$ cat src/rtl/line_timing_gen.sv
module line_timing_gen #(
  parameter int CW   = 12,
  parameter int SW   = 8,
  parameter int BW   = 10,
  parameter int GW   = 9,
  parameter int GOFS = 128
) (
  input  logic          clk_out,
  input  logic          rst_n,
  input  logic [CW-1:0] line_len,
  input  logic [SW-1:0] sync_width,
  input  logic [BW-1:0] blank_end,
  input  logic [GW-1:0] burst_start,
  input  logic [GW-1:0] burst_end_m128,
  input  logic [1:0]    out_mode,
  input  logic          hd_en,
  input  logic [1:0]    raster_sel,
  input  logic          scart_en,
  input  logic          tri_dis,
  input  logic          fast_edge,
  input  logic          half_clk,
  output logic [CW-1:0] hcount,
  output logic          sync_pulse,
  output logic          burst_gate,
  output logic          active_win,
  output logic          tri_mode,
  output logic [1:0]    tri_level,
  output logic [1:0]    ramp_step,
  output logic          clk_fwd
);

  localparam logic [1:0] LV_BLANK = 2'd0;
  localparam logic [1:0] LV_LOW   = 2'd1;
  localparam logic [1:0] LV_HIGH  = 2'd2;
  localparam logic [1:0] LV_RAMP  = 2'd3;

  logic [CW-1:0] h;
  logic          div_q;
  logic          chk_arm;

  always_ff @(posedge clk_out or negedge rst_n)
    if (!rst_n) h <= '0;
    else        h <= (h >= line_len - CW'(1)) ? '0 : h + CW'(1);

  always_ff @(posedge clk_out or negedge rst_n)
    if (!rst_n) div_q <= 1'b0;
    else        div_q <= ~div_q;

  always_ff @(posedge clk_out or negedge rst_n)
    if (!rst_n) chk_arm <= 1'b0;
    else        chk_arm <= 1'b1;

  wire [CW-1:0] sw_w      = CW'(sync_width);
  wire [CW-1:0] half_w    = CW'(sync_width >> 1);
  wire [CW-1:0] burst_on  = CW'(burst_start);
  wire [CW-1:0] burst_off = CW'(burst_end_m128) + CW'(GOFS);
  wire [CW-1:0] edge_len  = fast_edge ? CW'(2) : CW'(4);

  assign hcount     = h;
  assign sync_pulse = h < sw_w;
  assign active_win = h >= CW'(blank_end);
  assign burst_gate = (h >= burst_on) && (h < burst_off);
  assign tri_mode   = (out_mode == 2'b11) && hd_en && (raster_sel != 2'b00)
                      && !scart_en && !tri_dis;
  assign clk_fwd    = half_clk ? div_q : clk_out;

  logic [CW-1:0] ofs;
  always_comb begin
    ofs       = '0;
    tri_level = LV_BLANK;
    if (!tri_mode) begin
      tri_level = sync_pulse ? LV_LOW : LV_BLANK;
    end else if (h < edge_len) begin
      tri_level = LV_RAMP;
      ofs       = h;
    end else if (h < half_w) begin
      tri_level = LV_LOW;
    end else if (h < half_w + edge_len) begin
      tri_level = LV_RAMP;
      ofs       = h - half_w;
    end else if (h < sw_w) begin
      tri_level = LV_HIGH;
    end else if (h < sw_w + edge_len) begin
      tri_level = LV_RAMP;
      ofs       = h - sw_w;
    end
  end
  assign ramp_step = ofs[1:0];


  hcount_wrap_chk: assert property (@(posedge clk_out) disable iff (!rst_n)
    (chk_arm && $past(h) == line_len - CW'(1)) |-> (h == '0));

  hcount_step_chk: assert property (@(posedge clk_out) disable iff (!rst_n)
    (chk_arm && $past(h) < line_len - CW'(1)) |-> (h == $past(h) + CW'(1)));

  sync_fall_chk: assert property (@(posedge clk_out) disable iff (!rst_n)
    (chk_arm && $fell(sync_pulse)) |-> (h == sw_w));

  burst_rise_chk: assert property (@(posedge clk_out) disable iff (!rst_n)
    (chk_arm && $rose(burst_gate)) |-> (h == burst_on));

  burst_fall_chk: assert property (@(posedge clk_out) disable iff (!rst_n)
    (chk_arm && $fell(burst_gate)) |-> (h == burst_off || h == '0));

  ramp_range_chk: assert property (@(posedge clk_out) disable iff (!rst_n)
    (tri_level != LV_RAMP) |-> (ramp_step == 2'd0));

  clk_half_chk: assert property (@(posedge clk_out) disable iff (!rst_n)
    (chk_arm && half_clk && $past(half_clk)) |-> (clk_fwd != $past(clk_fwd)));

endmodule

$ cat config.mk
export PLATFORM = sky130hd
export DESIGN_NAME = line_timing_gen
export DESIGN_NICKNAME = d
export VERILOG_FILES = /design/src/rtl/line_timing_gen.sv
export SDC_FILE = /design/constraint.sdc
export NUM_CORES = 1
export LEC_CHECK = 0
export ABC_AREA = 1
export BUFFER_PORTS_ARGS = -buffer_cell sky130_fd_sc_hd__buf_2
export CAP_MARGIN = 10
export CORE_ASPECT_RATIO = 0.5
export CORE_MARGIN = 4
export CORE_UTILIZATION = 55
export CTS_CLUSTER_DIAMETER = 40
export DETAILED_ROUTE_END_ITERATION = 7
export PLACE_DENSITY = 0.87
export SLEW_MARGIN = 30
export SYNTH_ARGS = -nofsm -noshare
export SYNTH_HDL_FRONTEND = slang
export SYNTH_SLANG_ARGS = --single-unit
$ cat constraint.sdc
create_clock -name clk_out -period 3.3 [get_ports clk_out]
set_input_delay 0.33 -clock clk_out [delete_from_list [all_inputs] [get_ports clk_out]]
set_output_delay 0.33 -clock clk_out [all_outputs]
set_load 0.05 [all_outputs]
==> metrics.md, run 1 <==
| Metric | Value |
|---|---|
| ANT cells | 0 |
| FF/Latch Area | roughly 330 µm² |
| Number of flops mapped to enable cells by yosys | 0 |
| Synth Instances | between 400 and 500 |
| Internal power | roughly 960 µW |
| Fmax | roughly 310 MHz |
| Detailed Place HPWL | around 6000 µm |
| Largest area contributor in the netlist | ha_1 |
| Fin nets | 660 |
| Area grow syn2layout | 22.4% |
| Initial core utilization | around three fifths |
| Placed Instances | 581 |
| Post-synthesis area per instance | 7.03 µm² |
| Die Wd | approximately 110 µm |
| Fin cells | 590 |
| FFs w/ async S/R, synth | between 90% and 100% |
| Clock power frac | a little under an eighth |
| Slowest-stage cell, CP | fa_2 |
| Min Tclk post-route | 3.19 ns |
| CTS tree | done |
| Vias in the first global route | roughly 2900 |
| Setup WS pre-CTS | -0.0361 ns |
| Fillers | 440 |
| Worst skew pair latency | 0.35 ns |
| LEAKAGE | approximately 2.1 nW |
| Combinational Power Share | a little under three quarters |
| Net switching power figure | between 1 and 1.5 mW |
| Total power density per cell area | just over 600 mW/mm² |
| Final setup viols | 0 |
| Sequential cell area fraction in the yosys report | approximately 11% |
| Slew of the pin with the lowest slew margin | ~0.7 ns |
| WL/cell | around 13 µm |
| Setup CP Type | primary input to output port |
| Max-slew violation count | 0 |
| Crit Reg-Reg Startpoint | hcount[3] |
| CP delay by family, top | adder cells |
| Multi-input logic area | around 0.0025 mm² |
| Synth top area share | 31.4% |
| Status | finished clean |
| Initial antenna violation count | 0 |
| DR vias | slightly above 3000 |
| Critical-path cell list | buf_2, ha_2, inv_1, fa_2, nor3_4, buf_4, xor2_2, ha_1, buf_4, nand2_1, nor2_1, nand2_1, a21oi_2, nor2_4, nand2_1, nand2_2, o22ai_1, inv_1, clkbuf_4 |
| PnR worst setup slack | 0.107 ns |
| Synth top area cells | ha_1, dfrtp_1, nand2_1, inv_1, xor2_1 |
| Setup TNS | 0 ns |
| Synthesis-stage register bit count | 13 |
| Die H | ~60 µm |
| CP peak stage delay | ~0.37 ns |
| Mapped Area | 0.00303 mm² |
| Num rows | 18 |
| Reg2Reg Depth | 6 |
| Post-layout util | between 70% and 80% |
| IO Count | 80 |
| Antenna Violating Nets Remaining | 0 |
| Fin crit share | approximately 97% |
| Library cells used by synthesis | 37 |
| Die ar. | between 0.006 and 0.007 mm² |
| Final hold viol count | 0 |
| Overflow after GRT | 0 |
| Top cell by count, worst path | nand2_1 |
| Global-route wire length before repair | around 12000 µm |
| Critical Path AT | 2.86 ns |
| Clock-pin slew on the worst setup and hold paths | roughly 0.050 ns |
| Sequential fraction of design power | between 10% and 20% |
| Hold slack | between 0.3 and 0.4 ns |
| Nature of the critical path endpoint | output port |
| Largest net degree at the start of global routing | 15 |
| Core area | around 0.0051 mm² |
| Port Buf Inserts | 79 |
| Max-Cap Viols | 0 |
| Power Total | around 2.3 mW |
| Critical path startpoint category | primary input |
| Routed wire length | between 7000 and 8000 µm |
| Total Routing Usage GR | 21.7% |
| Synthesized Nets | 570 |
| Worst hold path class | primary input to async pin |
| Initial DRC Count | ~130 |
| Rel. slew slack | 53.1% |
| Remaining DRCs | 0 |
| Design Area, Final | roughly 0.0037 mm² |
| Critical Path Fanout Max | 5 |
| VDD IR max | around 0.52 mV |
| GPL Wtd Cong | 0.853 |
| WP data required | around 3.0 ns |
| Worst Skew | between 0.001 and 0.0015 ns |
| DP Area | around 0.0035 mm² |
| Switch share | roughly three fifths |
| R2r endpoint | hcount[10] |
| Synth Flop Type | dfrtp_1 |
| Via density per instance | just over 5 |
| Share of layout cells above drive strength 1 | between 20% and 30% |
| First drt pass iteration count | 4 |
| R2R Setup Slk | ~1.0 ns |
| Ys Warns | 0 |
| Buf/Inv on CP | 6 |
==> worst max path at each step <==
stage / start / to / cells past startpoint
after global routing: fast_edge / tri_level[0] / 19
after detailed placement: fast_edge / ramp_step[0] / 20
after CTS: fast_edge / ramp_step[0] / 20
after global placement: fast_edge / ramp_step[0] / 20
final: fast_edge / tri_level[0] / 19
after floorplan: sync_width[1] / ramp_step[0] / 18
==> layout make-up <==
cell class                      instances  share of cell area [%]
Tap cell                               70                    2.36
Sequential cell                        13                    8.77
Clock buffer                            8                    2.46
Multi-Input combinational cell        337                    66.2
Inverter                               78                    7.89
Timing Repair Buffer                   84                    12.3
==> Yosys cell counts (2+ instances only) <==
master / instances
clkbuf_1: 2
o21a_1: 2
nor3b_1: 3
a211oi_1: 2
a21oi_2: 2
inv_1: 77
nor3_1: 7
nor3_2: 5
o21ai_0: 7
nor2_1: 37
a21boi_0: 2
xor2_1: 20
fa_1: 4
ha_1: 76
nand3_1: 18
nand2_2: 3
nand2_1: 83
nor2_2: 3
nand4_1: 6
o21ai_1: 3
nand3_2: 3
dfrtp_1: 13
o31ai_1: 2
xnor2_1: 5
a21oi_1: 32
nor2_4: 3
==> cells by family (layout without fill, tap and decap cells) <==
| kind of cell | count (synthesis) | in the layout | synth area share [%] |
|---|---|---|---|
| AO/OA/AOI/OAI | 56 | 56 | 10.5 |
| XOR/XNOR | 25 | 25 | 7.23 |
| adder cells (fa/ha/maj) | 80 | 80 | 34.0 |
| buffers and inverters | 81 | 170 | 10.1 |
| flip-flops | 13 | 13 | 10.7 |
| AND/OR/NAND/NOR | 176 | 176 | 27.5 |
==> placed cells by master (no fill, tap or decap), drive strengths merged <==
| master | instances |
|---|---|
| a21oi | 34 |
| o21ai | 10 |
| nand3 | 21 |
| o21a | 2 |
| or2 | 2 |
| dfrtp | 13 |
| o31ai | 2 |
| o22ai | 1 |
| o211a | 1 |
| nand4 | 6 |
| dlygate4sd3 | 1 |
| a211oi | 2 |
| ha | 76 |
| nor3b | 4 |
| a21boi | 2 |
| nor2 | 43 |
| xnor2 | 5 |
| o211ai | 1 |
| buf | 83 |
| nand2 | 87 |
| inv | 78 |
| fa | 4 |
| and2 | 1 |
| a31oi | 1 |
| nor3 | 12 |
| clkbuf | 8 |
| xor2 | 20 |
==> power groups by stage <==
stage | Clock (mW) | Sequential [mW] | Combinational, mW
after floorplan | 0.0305 | 0.483 | 1.05
after global placement | 0.0361 | 0.381 | 1.54
after detailed placement | 0.0361 | 0.386 | 1.58
after CTS | 0.272 | 0.383 | 1.60
after global routing | 0.286 | 0.399 | 1.85
final | 0.269 | 0.387 | 1.63
==> repair_timing <==
item                                    CTS  global route
hold buffers                              1             0
pin swaps                                 0             3
gates resized for setup                   3            14
endpoints found under the setup margin    3             4
buffers inserted                          0             1
endpoints found under the hold margin    13             0
==> flip-flops by register name (all words and copies together) (netlist names) <==
| register | count |
|---|---|
| div_q | 1 |
| hcount | 12 |
==> routing by layer <==
metal,share of wire [%],routed length (µm),vias to the layer above,GRT usage [%]
li1,-,-,1587,-
met1,46,3500,1363,26.7
met2,47,3560,83,40.4
met3,5.3,403,10,3.98
met4,1.5,110,0,5.14
met5,0,0,-,0
No activity file was read; power rests on OpenSTA's default activity.
==> run 2, diff against run 1 <==
--- a/config.mk
+++ b/config.mk
@@ -5,12 +5,12 @@
 export SDC_FILE = /design/constraint.sdc
 export NUM_CORES = 1
 export LEC_CHECK = 0
-export ABC_AREA = 1
+export ABC_AREA = 0
 export BUFFER_PORTS_ARGS = -buffer_cell sky130_fd_sc_hd__buf_2
 export CAP_MARGIN = 10
-export CORE_ASPECT_RATIO = 0.5
+export CORE_ASPECT_RATIO = 0.9
 export CORE_MARGIN = 4
-export CORE_UTILIZATION = 55
+export CORE_UTILIZATION = 54
 export CTS_CLUSTER_DIAMETER = 40
 export DETAILED_ROUTE_END_ITERATION = 7
 export PLACE_DENSITY = 0.87
==> run 2 against run 1 <==
Effect of this change: maximum frequency down 6.4%; largest cell class unchanged; sequential cell count stayed put; first-iteration DRC count is 50% higher; area after synthesis shrank 11%; critical endpoint is now ramp_step[0]; via count is 2.2% lower; the run now ends with setup timing left; setup slack worse by 0.22 ns; routed wire length is 16% higher; non-clock buffer count up 23; combinational power rose by 4%.
==> metrics.md, run 2 <==
| Metric | Value |
|---|---|
| Remaining DRCs | 0 (unchanged) |
| PnR worst setup slack | -0.113 ns (-0.220 ns) |
| Ys Warns | 0 (unchanged) |
| Top-count cell post-synth | ha_1 |
| Switch share | 53.6% (-4.5 points) |
| Vias in the first global route | 2891 (-0.76%) |
| LEAKAGE | 1.99 nW (-6.5%) |
| Largest net degree at the start of global routing | 14 (-1) |
| Setup TNS | -0.182 ns (-0.182 ns) |
| Met2 Usage GRT | 45.9% (+5.5 points) |
| Port Buf Inserts | 79 (unchanged) |
| Nature of the critical path endpoint | output port |
| Most frequent cells in the layout | ha_1, buf_2, inv_1 |
| Share of layout cells above drive strength 1 | 33.4% (+9.6 points) |
| Synthesis-stage register bit count | 13 (unchanged) |
| Critical Path AT | 3.08 ns (+0.22 ns) |
| Clock-pin slew on the worst setup and hold paths | 0.06 ns (about the same) |
| GPL Wtd Cong | 0.849 (-0.39%) |
| Post-layout util | 76.7% (+4.1 points) |
| Initial core utilization | 56.0% (-3.2 points) |
| Synthesized Nets | 465 (-18%) |
| Setup CP Type | primary input to output port |
| Final hold viol count | 0 (unchanged) |
| Met1 Use GR | 33.0% (+6.2 points) |
| Antenna Violating Nets Remaining | 0 (unchanged) |
| GR peak layer | met2 |
| Initial DRC Count | 198 (+50%) |
| Combinational Power Share | 73.7% (+2.4 points) |
| DP Area | 0.00339 mm² (-4.2%) |
| Synth top area share | 35.1% (+3.7 points) |
| Global-route wire length before repair | 12600 µm (+3.7%) |
| WL/cell | 17.4 µm (+36%) |
| Net switching power figure | 1.23 mW (-7.2%) |
| Critical-path cell list | buf_4, ha_4, inv_1, fa_2, or3_4, nor2_1, xnor2_1, ha_1, o211ai_1, buf_4, a211oi_4, nor3_4, buf_6, nand2_4, o22ai_2, a22o_1, buf_6 |
| Max-Cap Viols | 0 (unchanged) |
| Worst Skew | 0.00248 ns (+0.00118 ns) |
| Critical path startpoint category | primary input |
| Sequential cell area fraction in the yosys report | 12.0% (+1.3 points) |
| Total power density per cell area | 621 mW/mm² (+0.70%) |
| ANT cells | 0 (unchanged) |
| Initial antenna violation count | 0 (unchanged) |
| FFs w/ async S/R, synth | 100% (unchanged) |
| Detailed Place HPWL | 6320 µm (+4.4%) |
| Library cells used by synthesis | 46 (+24%) |
| Synth top area cells | ha_1, dfrtp_1, inv_1, xnor2_1, nor2_1 |
| First drt pass iteration count | 5 (+1) |
| Num rows | 24 (+6) |
| Die Wd | 82.7 µm (-27%) |
| Slowest-stage cell, CP | or3_4 |
| Sequential fraction of design power | 14.3% (-2.6 points) |
| Largest area contributor in the netlist | ha_1 |
| Design Area, Final | 0.00371 mm² (about the same) |
| Core area | 0.00483 mm² (-5.4%) |
| Clock power frac | 12.0% (+0.2 points) |
| DR vias | 2977 (-2.2%) |
| Routed wire length | 8780 µm (+16%) |
| Area grow syn2layout | 36.8% |
| CTS tree | done |
| Failing checks | setup timing |
| Overflow after GRT | 0 (unchanged) |
| Synth Flop Type | dfrtp_1 |
| RSZ-0062 raised after global routing | yes |
| Mapped Area | 0.00271 mm² (-11%) |
| Status | finished, violations left |
| Post-synthesis area per instance | 8.31 µm² (+18%) |
| CP peak stage delay | 0.35 ns (-0.02 ns) |
| Fin nets | 580 (-12%) |
| VDD IR max | 0.462 mV (-10%) |
| Synth Instances | 326 (-24%) |
| Die ar. | 0.00621 mm² (-9.1%) |
| Rel. slew slack | 55.1% (+1.9 points) |
| Total Routing Usage GR | 26.5% (+4.9 points) |
| Critical Path Fanout Max | 3 (-2) |
| Max-slew violation count | 0 (unchanged) |
| Number of flops mapped to enable cells by yosys | 0 (unchanged) |
| Die H | 75.2 µm (+24%) |
| Worst skew pair latency | 0.35 ns (about the same) |
| Synth top cells by count | ha_1, inv_1, nor2_1 |
| Met3 Resource Use GR | 4.31% (+0.32 points) |
| Max reg flops | 12 (unchanged) |
| WP data required | 2.97 ns (about the same) |
| Min Tclk post-route | 3.41 ns (+0.220 ns) |
| Via density per instance | 5.90 (+14%) |
| Internal power | 1.07 mW (+12%) |
| IO Count | 80 (unchanged) |
| Fmax | 293 MHz (-6.4%) |
| Slew of the pin with the lowest slew margin | 0.672 ns (-0.0306 ns) |
| Worst hold path class | primary input to async pin |
| Fin crit share | 103% (+6.7 points) |
| Final setup viols | 3 (+3) |
run 2: cell count changes after synthesis, moves of 5 or more:
cell     change
a21o_1       +7
a21oi_1     -13
inv_1       -31
nand2_1     -71
nand3_1      -7
nor2_1      -10
nor3_2       -5
xnor2_1     +13
xor2_1       -9
run 2: routing by layer:
| metal | part of all wire [%] | vias to the layer above | wire length (µm) |
|---|---|---|---|
| met5 | 0 | - | 0 |
| li1 | - | 1408 | - |
| met1 | 41 | 1364 | 3590 |
| met3 | 8.4 | 36 | 736 |
| met2 | 47 | 169 | 4150 |
| met4 | 3.6 | 0 | 312 |
run 2: what timing repair did:
action / in CTS / in global routing
resized for setup: 15 / 34
endpoints found under the setup margin: 4 / 4
hold buffers: 1 / 0
endpoints found under the hold margin: 13 / 0
pin swaps: 7 / 10
buffers inserted: 1 / 1
run 2: per-stage QoR:
step                      hold slack (ns)  worst slack [ns]  total power, mW  std cells
after CTS                           0.401         -0.000893             2.09        504
final                               0.398            -0.113             2.30        505
after detailed placement            0.223            -0.304             1.81        495
after global placement              0.220            -0.106             1.72        495
after global routing                0.410            -0.178             2.48        505
after floorplan                    0.0344            0.0362             1.30        326
run 2: final timing paths:
kind | startpoint | to | slack [ns] | cells after the start
max in group asynchronous | rst_n | hcount[5] | 2.68 | 2
worst min-delay path | rst_n | div_q | 0.40 | 2
worst min register to register | div_q | div_q | 0.44 | 1
worst max-delay path | sync_width[1] | ramp_step[0] | -0.11 | 17
worst max register to register | hcount[0] | hcount[9] | 0.99 | 10
min in group clk_out | div_q | div_q | 0.44 | 1
run 2: cell families after synthesis:
group | synth area share [%]
flops | 12.0
fa+ha+maj | 38.1
buf+inv | 6.51
compound gates | 16.1
xor+xnor | 9.38
mux | 0.416
simple gates | 17.6
run 2: worst max-delay path, delay by kind of cell:
kind	cells	cell delay [ns]
buffers and inverters	5	0.64
xor gates and xnor gates	1	0.16
and+or+nand+nor	4	0.75
AOI/OAI and AO/OA	4	0.47
adders and majority gates	3	0.73
run 2: power by group through the flow:
stage	clock network (mW)	logic, mW	registers (mW)
after floorplan	0.0314	0.784	0.480
after CTS	0.279	1.50	0.318
after global placement	0.0362	1.36	0.318
after detailed placement	0.0362	1.45	0.320
final	0.275	1.70	0.329
after global routing	0.292	1.85	0.334
run 2: layout make-up:
cell class	instances	area, µm²
inverter	46	173
multi-input combinational	266	2380
clock buffer	7	87.6
timing repair buffer	107	658
clock inverter	1	5.00
sequential	13	325
tap	65	81.3
fill	316	1130
==> run 3, diff against run 2 <==
--- a/config.mk
+++ b/config.mk
@@ -18,3 +18,4 @@
 export SYNTH_ARGS = -nofsm -noshare
 export SYNTH_HDL_FRONTEND = slang
 export SYNTH_SLANG_ARGS = --single-unit
+export TNS_END_PERCENT = 5
==> run 3 against run 2 <==
Effect of this change: the run still ends with setup timing left; first-iteration DRC count rose by 5.1%; sequential share of layout area rose by 0.22 points; combinational power fell by 5%; largest cell class unchanged.
==> metrics.md, run 3 (synthesis gave the netlist of run 2 again) <==
| Metric | Value |
|---|---|
| Antenna Violating Nets Remaining | 0 (unchanged) |
| Sequential fraction of design power | 14.3% (about the same) |
| Area grow syn2layout | 33.4% |
| Internal power | 1.04 mW (-2.4%) |
| IO Count | 80 (unchanged) |
| Most frequent cells in the layout | ha_1, buf_2, inv_1 |
| Num rows | 24 (unchanged) |
| R2r endpoint | hcount[10] |
| Critical-path cell list | buf_4, ha_4, inv_1, fa_2, or3_4, xnor2_1, ha_1, buf_4, nand3_1, a21oi_2, nor3_4, nand2_2, o22ai_2, a22o_1, buf_6 |
| Reg2Reg Depth | 9 (-1) |
| Routed wire length | 8310 µm (-5.4%) |
| Clock-pin slew on the worst setup and hold paths | 0.06 ns (about the same) |
| Total Routing Usage GR | 25.3% (-1.2 points) |
| Worst hold path class | primary input to async pin |
| Die ar. | 0.00621 mm² (unchanged) |
| Nature of the critical path endpoint | output port |
| Min Tclk post-route | 3.36 ns (-0.0483 ns) |
| R2R Setup Slk | 1.20 ns (+0.21 ns) |
| Max reg flops | 12 (unchanged) |
| Critical Path Fanout Max | 4 (+1) |
| Setup crit start | fast_edge |
| Combinational Power Share | 73.5% (-0.2 points) |
| Fin crit share | 102% (-1.5 points) |
| DR vias | 2962 (-0.50%) |
| Via density per instance | 5.91 (+0.29%) |
| CP peak stage delay | 0.36 ns (about the same) |
| Final setup viols | 2 (-1) |
| ANT cells | 0 (unchanged) |
| RSZ-0062 raised after global routing | yes |
| Setup CP Type | primary input to output port |
| Buf/Inv on CP | 4 (-1) |
| Fin nets | 576 (-0.69%) |
| Detailed Place HPWL | 6090 µm (-3.6%) |
| Total power density per cell area | 610 mW/mm² (-1.7%) |
| Die Wd | 82.7 µm (unchanged) |
| Global-route wire length before repair | 12500 µm (-1.5%) |
| Worst Skew | 0.00233 ns (-0.000147 ns) |
| Status | finished, violations left |
| Met1 Use GR | 32.4% (-0.58 points) |
| Port Buf Inserts | 79 (unchanged) |
| WP data required | 2.97 ns (about the same) |
| Final hold viol count | 0 (unchanged) |
| WL/cell | 16.6 µm (-4.7%) |
| Initial core utilization | 56.0% (unchanged) |
| Critical Path AT | 3.03 ns (-0.05 ns) |
| Share of layout cells above drive strength 1 | 32.1% (-1.3 points) |
| Met2 Usage GRT | 45.2% (-0.71 points) |
| Largest net degree at the start of global routing | 14 (unchanged) |
| Clock power frac | 12.2% (+0.2 points) |
| Failing checks | setup timing |
| First drt pass iteration count | 5 (unchanged) |
| Met3 Resource Use GR | 3.83% (-0.48 points) |
| Overflow after GRT | 0 (unchanged) |
| Core area | 0.00483 mm² (unchanged) |
| Crit Reg-Reg Startpoint | hcount[0] |
| Initial antenna violation count | 0 (unchanged) |
| LEAKAGE | 1.96 nW (-1.4%) |
| GPL Wtd Cong | 0.842 (-0.87%) |
| Max-slew violation count | 0 (unchanged) |
| Slowest-stage cell, CP | or3_4 |
| Top cell by count, worst path | buf_4 |
| Initial DRC Count | 208 (+5.1%) |
| Critical path startpoint category | primary input |
| Rel. slew slack | 63.5% (+8.4 points) |
| Crit path to | ramp_step[1] |
| Max-Cap Viols | 0 (unchanged) |
| Net switching power figure | 1.16 mW (-5.7%) |
| Critical path depth | 15 (-2) |
| Vias in the first global route | 2848 (-1.5%) |
| PnR worst setup slack | -0.0645 ns (+0.0483 ns) |
| Worst skew pair latency | 0.35 ns (about the same) |
| Die H | 75.2 µm (unchanged) |
| Slew of the pin with the lowest slew margin | 0.547 ns (-0.126 ns) |
| Setup TNS | -0.112 ns (+0.0694 ns) |
| Remaining DRCs | 0 (unchanged) |
| CTS tree | done |
| CP delay by family, top | adder cells |
| Power Total | 2.21 mW (-4.1%) |
| GR peak layer | met2 |
| Switch share | 52.7% (-0.85 points) |
| Fmax | 297 MHz (+1.4%) |
| VDD IR max | 0.429 mV (-7.2%) |
==> run 3: per-stage QoR <==
step / hold slack, ns / instance area [µm²] / worst slack, ns / utilization (%) / cells
after floorplan: 0.0344 / 2720 / -0.181 / - / 326
after global placement: 0.223 / 3340 / -0.111 / 69.1 / 489
after detailed placement: 0.224 / 3340 / -0.208 / 69.1 / 489
after CTS: 0.400 / 3480 / 0.000289 / 72.0 / 499
after global routing: 0.418 / 3610 / -0.167 / 74.7 / 501
final: 0.391 / 3610 / -0.0645 / 74.7 / 501
==> run 3: power groups by stage <==
stage | clock network, mW | logic, mW | registers, mW
after floorplan | 0.0314 | 0.781 | 0.480
after global placement | 0.0362 | 1.36 | 0.303
after detailed placement | 0.0362 | 1.44 | 0.308
after CTS | 0.272 | 1.47 | 0.305
after global routing | 0.285 | 1.79 | 0.319
final | 0.269 | 1.62 | 0.315
==> run 3: cell type report <==
type                    count  area (µm²)
clock buffers               7        87.6
multi-input cells         266        2330
well taps                  65        81.3
clock inverters             1        5.00
fillers                   325        1220
inverters                  46         173
repair buffers            103         607
flip-flops and latches     13         325
==> run 3: worst min-delay path by stage <==
stage	startpoint	to	slack, ns	depth (start not counted)
global route	rst_n	hcount[7]	0.42	2
global placement	rst_n	div_q	0.22	1
finish	rst_n	hcount[8]	0.39	2
floorplan	rst_n	div_q	0.03	0
CTS	rst_n	hcount[8]	0.40	2
detailed placement	rst_n	hcount[10]	0.22	1
==> run 3: timing repair <==
item	in CTS	in global routing
setup endpoints to repair	4	4
hold endpoints to repair	13	0
setup buffers	2	2
hold buffers	1	0
pin swaps	4	14
gates resized for setup	9	31
==> run 3: metal layers <==
metal / up-vias / wire (µm) / part of all wire, %
li1: 1393 / - / -
met1: 1389 / 3410 / 41
met2: 154 / 4060 / 49
met3: 26 / 629 / 7.6
met4: 0 / 208 / 2.5
met5: - / 0 / 0
